`src/rtl/beat_obs_pkg.sv`:
```
package beat_obs_pkg;
  localparam int unsigned TRANS_W = 2;
  localparam int unsigned SIZE_W  = 3;
  localparam int unsigned BURST_W = 3;
  localparam int unsigned PROT_W  = 4;

  typedef struct packed {
    logic [TRANS_W-1:0] trans;
    logic [SIZE_W-1:0]  size;
    logic [BURST_W-1:0] burst;
    logic [PROT_W-1:0]  prot;
    logic               write;
  } beat_ctl_t;
endpackage

```
`src/rtl/beat_addr_stage.sv`:
```
module beat_addr_stage
  import beat_obs_pkg::*;
#(
  parameter int unsigned ADDR_W = 32
) (
  input  logic              clk,
  input  logic              rst_n,
  input  logic              ready,
  input  logic              sel,
  input  logic [ADDR_W-1:0] addr,
  input  beat_ctl_t         ctl,
  output logic              pend_v,
  output logic [ADDR_W-1:0] pend_addr,
  output beat_ctl_t         pend_ctl
);
  logic take;
  logic pend_v_d;

  always_comb begin
    take     = ready & sel & ctl.trans[1];
    pend_v_d = ready ? take : pend_v;
  end

  always_ff @(posedge clk or negedge rst_n) begin
    if (!rst_n) pend_v <= 1'b0;
    else        pend_v <= pend_v_d;
  end

  always_ff @(posedge clk or negedge rst_n) begin
    if (!rst_n) begin
      pend_addr <= '0;
      pend_ctl  <= '0;
    end else if (take) begin
      pend_addr <= addr;
      pend_ctl  <= ctl;
    end
  end
endmodule

```
`src/rtl/beat_data_stage.sv`:
```
module beat_data_stage
  import beat_obs_pkg::*;
#(
  parameter int unsigned ADDR_W = 32,
  parameter int unsigned DATA_W = 32
) (
  input  logic              clk,
  input  logic              rst_n,
  input  logic              ready,
  input  logic              pend_v,
  input  logic [ADDR_W-1:0] pend_addr,
  input  beat_ctl_t         pend_ctl,
  input  logic [DATA_W-1:0] wdata,
  input  logic [DATA_W-1:0] rdata,
  input  logic              resp,
  output logic              rec_v,
  output logic [ADDR_W-1:0] rec_addr,
  output beat_ctl_t         rec_ctl,
  output logic [DATA_W-1:0] rec_data,
  output logic              rec_resp
);
  logic              fire;
  logic [DATA_W-1:0] data_sel;

  always_comb begin
    fire     = ready & pend_v;
    data_sel = pend_ctl.write ? wdata : rdata;
  end

  always_ff @(posedge clk or negedge rst_n) begin
    if (!rst_n) rec_v <= 1'b0;
    else        rec_v <= fire;
  end

  always_ff @(posedge clk or negedge rst_n) begin
    if (!rst_n) begin
      rec_addr <= '0;
      rec_ctl  <= '0;
      rec_data <= '0;
      rec_resp <= 1'b0;
    end else if (fire) begin
      rec_addr <= pend_addr;
      rec_ctl  <= pend_ctl;
      rec_data <= data_sel;
      rec_resp <= resp;
    end
  end
endmodule

```
`src/rtl/ahb_beat_observer.sv`:
```
module ahb_beat_observer
  import beat_obs_pkg::*;
#(
  parameter int unsigned ADDR_W = 32,
  parameter int unsigned DATA_W = 32
) (
  input  logic              clk,
  input  logic              rst_n,
  input  logic              bus_sel,
  input  logic [ADDR_W-1:0] bus_addr,
  input  logic [1:0]        bus_trans,
  input  logic [2:0]        bus_size,
  input  logic [2:0]        bus_burst,
  input  logic [3:0]        bus_prot,
  input  logic              bus_write,
  input  logic [DATA_W-1:0] bus_wdata,
  input  logic [DATA_W-1:0] bus_rdata,
  input  logic              bus_ready,
  input  logic              bus_resp,
  output logic              rec_valid,
  output logic [ADDR_W-1:0] rec_addr,
  output logic              rec_write,
  output logic [2:0]        rec_size,
  output logic [2:0]        rec_burst,
  output logic [3:0]        rec_prot,
  output logic [1:0]        rec_trans,
  output logic [DATA_W-1:0] rec_data,
  output logic              rec_resp
);
  beat_ctl_t         in_ctl;
  beat_ctl_t         pend_ctl;
  beat_ctl_t         out_ctl;
  logic              pend_v;
  logic [ADDR_W-1:0] pend_addr;

  always_comb begin
    in_ctl.trans = bus_trans;
    in_ctl.size  = bus_size;
    in_ctl.burst = bus_burst;
    in_ctl.prot  = bus_prot;
    in_ctl.write = bus_write;
  end

  beat_addr_stage #(.ADDR_W(ADDR_W)) u_addr (
    .clk      (clk),
    .rst_n    (rst_n),
    .ready    (bus_ready),
    .sel      (bus_sel),
    .addr     (bus_addr),
    .ctl      (in_ctl),
    .pend_v   (pend_v),
    .pend_addr(pend_addr),
    .pend_ctl (pend_ctl)
  );

  beat_data_stage #(.ADDR_W(ADDR_W), .DATA_W(DATA_W)) u_data (
    .clk      (clk),
    .rst_n    (rst_n),
    .ready    (bus_ready),
    .pend_v   (pend_v),
    .pend_addr(pend_addr),
    .pend_ctl (pend_ctl),
    .wdata    (bus_wdata),
    .rdata    (bus_rdata),
    .resp     (bus_resp),
    .rec_v    (rec_valid),
    .rec_addr (rec_addr),
    .rec_ctl  (out_ctl),
    .rec_data (rec_data),
    .rec_resp (rec_resp)
  );

  always_comb begin
    rec_write = out_ctl.write;
    rec_size  = out_ctl.size;
    rec_burst = out_ctl.burst;
    rec_prot  = out_ctl.prot;
    rec_trans = out_ctl.trans;
  end
endmodule

```
`config.mk`:
```
export PLATFORM = sky130hd
export DESIGN_NAME = ahb_beat_observer
export DESIGN_NICKNAME = d
export VERILOG_FILES = /design/src/rtl/beat_obs_pkg.sv /design/src/rtl/beat_addr_stage.sv /design/src/rtl/beat_data_stage.sv /design/src/rtl/ahb_beat_observer.sv
export SDC_FILE = /design/constraint.sdc
export NUM_CORES = 1
export LEC_CHECK = 0
export ABC_CLOCK_PERIOD_IN_PS = 1400
export BUFFER_PORTS_ARGS = -buffer_cell sky130_fd_sc_hd__buf_4
export CORE_UTILIZATION = 41
export CTS_CLUSTER_SIZE = 28
export DETAILED_ROUTE_END_ITERATION = 10
export HOLD_SLACK_MARGIN = 0.15
export PLACE_DENSITY_LB_ADDON = 0.12
export SLEW_MARGIN = 10
export SYNTH_ARGS = -nofsm -noshare
export SYNTH_HDL_FRONTEND = slang
export SYNTH_SLANG_ARGS = --single-unit
```
`constraint.sdc`:
```
create_clock -name clk -period 1.4 [get_ports clk]
set_input_delay 0.28 -clock clk [delete_from_list [all_inputs] [get_ports clk]]
set_output_delay 0.28 -clock clk [all_outputs]
set_load 0.02 [all_outputs]
```
==> results.sh <==
export IMPL_grt_util_all_layers=0.198
export IMPL_grt_max_degree=41
export IMPL_die_h_um=114
export IMPL_syn_nets=455
export IMPL_critPathLaunchType="register"
export IMPL_core_sq_um=12100
export IMPL_gp_congestion=0.714
export IMPL_drt_iter0_drc=164
export IMPL_p_total_uw=13600
export IMPL_switchingPower_uw=4110
export IMPL_diodes=0
export IMPL_dp_hpwl_um=8300
export IMPL_min_from="bus_rdata[9]"
export IMPL_synth_most_common_cell="dfrtp_1"
export IMPL_io_buffers=192
export IMPL_powerDensity_nw_per_um2=1720
export IMPL_p_clk_frac=0.314
export IMPL_ant_nets=0
export IMPL_rows=40
export IMPL_hold_viol=0
export IMPL_internal_power_uw=9440
export IMPL_drt_pass1_iterations=4
export IMPL_routedWlPerCell_um=15.7
export IMPL_layout_drive_gt1_share=0.551
export IMPL_drc=0
export IMPL_worst_slack_ns=0.163
export IMPL_clk_pin_slew_ns=0.06
export IMPL_worstMarginPinSlew_ns=0.354
export IMPL_whs_endpoint="u_data.rec_data[9]"
export IMPL_cpPeakStageDelay_ns=0.39
export IMPL_start_util=0.424
export IMPL_path_delay_family="flip-flops"
export IMPL_post_cts_setup_buffers=0
export IMPL_nNetsFinal=704
export IMPL_grt_pass1_vias=3921
export IMPL_ir_drop_mv=1.08
export IMPL_synth_area_sq_um=5110
export IMPL_hp_class="in2reg"
export IMPL_min_period_ns=1.24
export IMPL_fillers=910
export IMPL_crit_path_end_kind="output port"
export IMPL_run_status="complete, no violations"
export IMPL_path_cells="buf_4"
export IMPL_viasPerCell=4.68
export IMPL_clockBufferDepth=2
export IMPL_setup_viol=0
export IMPL_fp_dieW_um=114
export IMPL_numPlacedInstances=692
export IMPL_utilization=0.653
export IMPL_r2r_cells=3
export IMPL_syn_to_final_growth_pct=54.1
export IMPL_crit_path_max_fanout=2
export IMPL_cts_hold_buffers=47
export IMPL_clkLatencyLatePin_ns=0.40
export IMPL_htree_levels=4
export IMPL_vias=3612
export IMPL_synth_top_area_frac=0.612
export IMPL_r2r_end="u_data.rec_addr[30]"
export IMPL_rsz0062_at_grt="no"
export IMPL_ys_flop_type="dfrtp_1"
export IMPL_fin_skew_ns=0.00869
export IMPL_async_flop_share=1.00
export IMPL_yosysWarnings=0
export IMPL_leakage_uw=0.00383
export IMPL_synth_edf_count=0
export IMPL_pre_cts_slack_ns=0.140
export IMPL_synth_ff_latch_count=125
export IMPL_slew_headroom=0.764
export IMPL_worstSetupPathType="reg2out"
export IMPL_slew_viol_final=0
export IMPL_path_buf_inv=1
export IMPL_die_area_sq_um=12900
export IMPL_power_frac_seq=0.378
export IMPL_io_pins=193
export IMPL_stdcell_count=771
export IMPL_ff2ff_setup_slack_ns=0.18
export IMPL_combPwrFrac=0.307
export IMPL_cts_buffers=17
export IMPL_holdPathStages=3
export IMPL_grt_pass1_wl_um=19500
export IMPL_ys_seq_area_frac=0.612
export IMPL_crit_arrival_ns=0.96
export IMPL_avgSynthCellArea_sq_um=15.0
export IMPL_cts_sinks=125
export IMPL_slowest_stage="dfrtp_1"
export IMPL_wirelength_um=12100
export IMPL_cts_tree="built"
export IMPL_synth_cells=341
export IMPL_antenna_found_initial=0
export IMPL_ys_top_cells_by_area="dfrtp_1, mux2_2, mux2_4, a21oi_1, mux2i_1"
export IMPL_yosysTopAreaCell="dfrtp_1"
export IMPL_cts_resized=0
export IMPL_crit_reg2reg_launch="u_addr.pend_v"
export IMPL_ys_top_cells_by_count="dfrtp_1, a21oi_1, mux2_2, mux2_4, mux2i_1"
export IMPL_cp_required_ns=1.12
export IMPL_drv_cap=0
export IMPL_fin_crit_sh=0.884
export IMPL_sw_frac_of_total=0.303
export IMPL_max_freq_ghz=0.808
export IMPL_yosysUniqueCellTypes=15
export IMPL_cts_root_buf="clkbuf_16"
export IMPL_setup_tns_ns=0
export IMPL_overflow=0
## state kept, by name, summed over array words and instances, names as in the netlist
name and cells:
u_addr.pend_ctl 13, u_data.rec_data 32, u_data.rec_addr 32, u_data.rec_ctl 13
u_addr.pend_v 1, u_data.rec_v 1, u_addr.pend_addr 32, u_data.rec_resp 1
## per-layer routing
metal / track usage / part of all wire
met1: 0.237 / 0.43
met2: 0.347 / 0.50
met3: 0.0569 / 0.057
met4: 0.0553 / 0.0064
met5: 0 / 0
## final cells by class
cell class / count / area [sq um] / share of cell area
Tap cell: 168 / 210 / 0.0267
Sequential cell: 125 / 3130 / 0.397
Clock inverter: 13 / 144 / 0.0183
Inverter: 2 / 7.51 / 0.000953
Clock buffer: 19 / 443 / 0.0562
Multi-Input combinational cell: 190 / 1830 / 0.233
Timing Repair Buffer: 254 / 2110 / 0.268
## cell families after synthesis
| family | after synthesis | share of synthesized area |
|---|---|---|
| DFF | 125 | 0.612 |
| muxes | 122 | 0.289 |
| buffers and inverters | 26 | 0.0299 |
| and+or+nand+nor | 3 | 0.00588 |
| AOI/OAI and AO/OA | 65 | 0.0636 |
## worst max-delay path by stage
stage,start,endpoint,slack [ns],cells past startpoint
after floorplan,u_addr.pend_v,u_data.rec_addr[0],0.14,4
after global placement,bus_ready,u_addr.pend_ctl[4],0.15,4
after detailed placement,bus_ready,u_data.rec_ctl[3],0.14,4
after CTS,u_data.rec_addr[25],rec_addr[25],0.15,1
after global routing,u_addr.pend_v,u_data.rec_ctl[2],0.12,3
final,u_data.rec_addr[25],rec_addr[25],0.16,1
## placed cells by master (no fill, tap or decap), drive strengths merged
cell type and instances:
clkinv 7, dfrtp 125, bufinv 2, buf 207
a21oi 64, o21ai 1, nand2b 1, inv 2
clkbuf 19, dlygate4sd3 47, clkinvlp 4, nand2 1
mux2 90, mux2i 32, nand3 1
## power groups by stage
stage	combinational (uW)	clock, uW	sequential (uW)
floorplan	1320	0	6030
global placement	4030	0	5130
detailed placement	4100	0	5180
CTS	4230	4350	5140
global route	4440	4520	5260
finish	4170	4260	5130
## per-stage QoR
step	instance area [sq um]	hold WS, ns
after detailed placement	6820	0.150
after global placement	6820	0.151
after global routing	7880	0.194
after floorplan	5110	-0.0156
final	7880	0.188
after CTS	7880	0.175
Note: power is estimated with default switching activity, not from simulation.
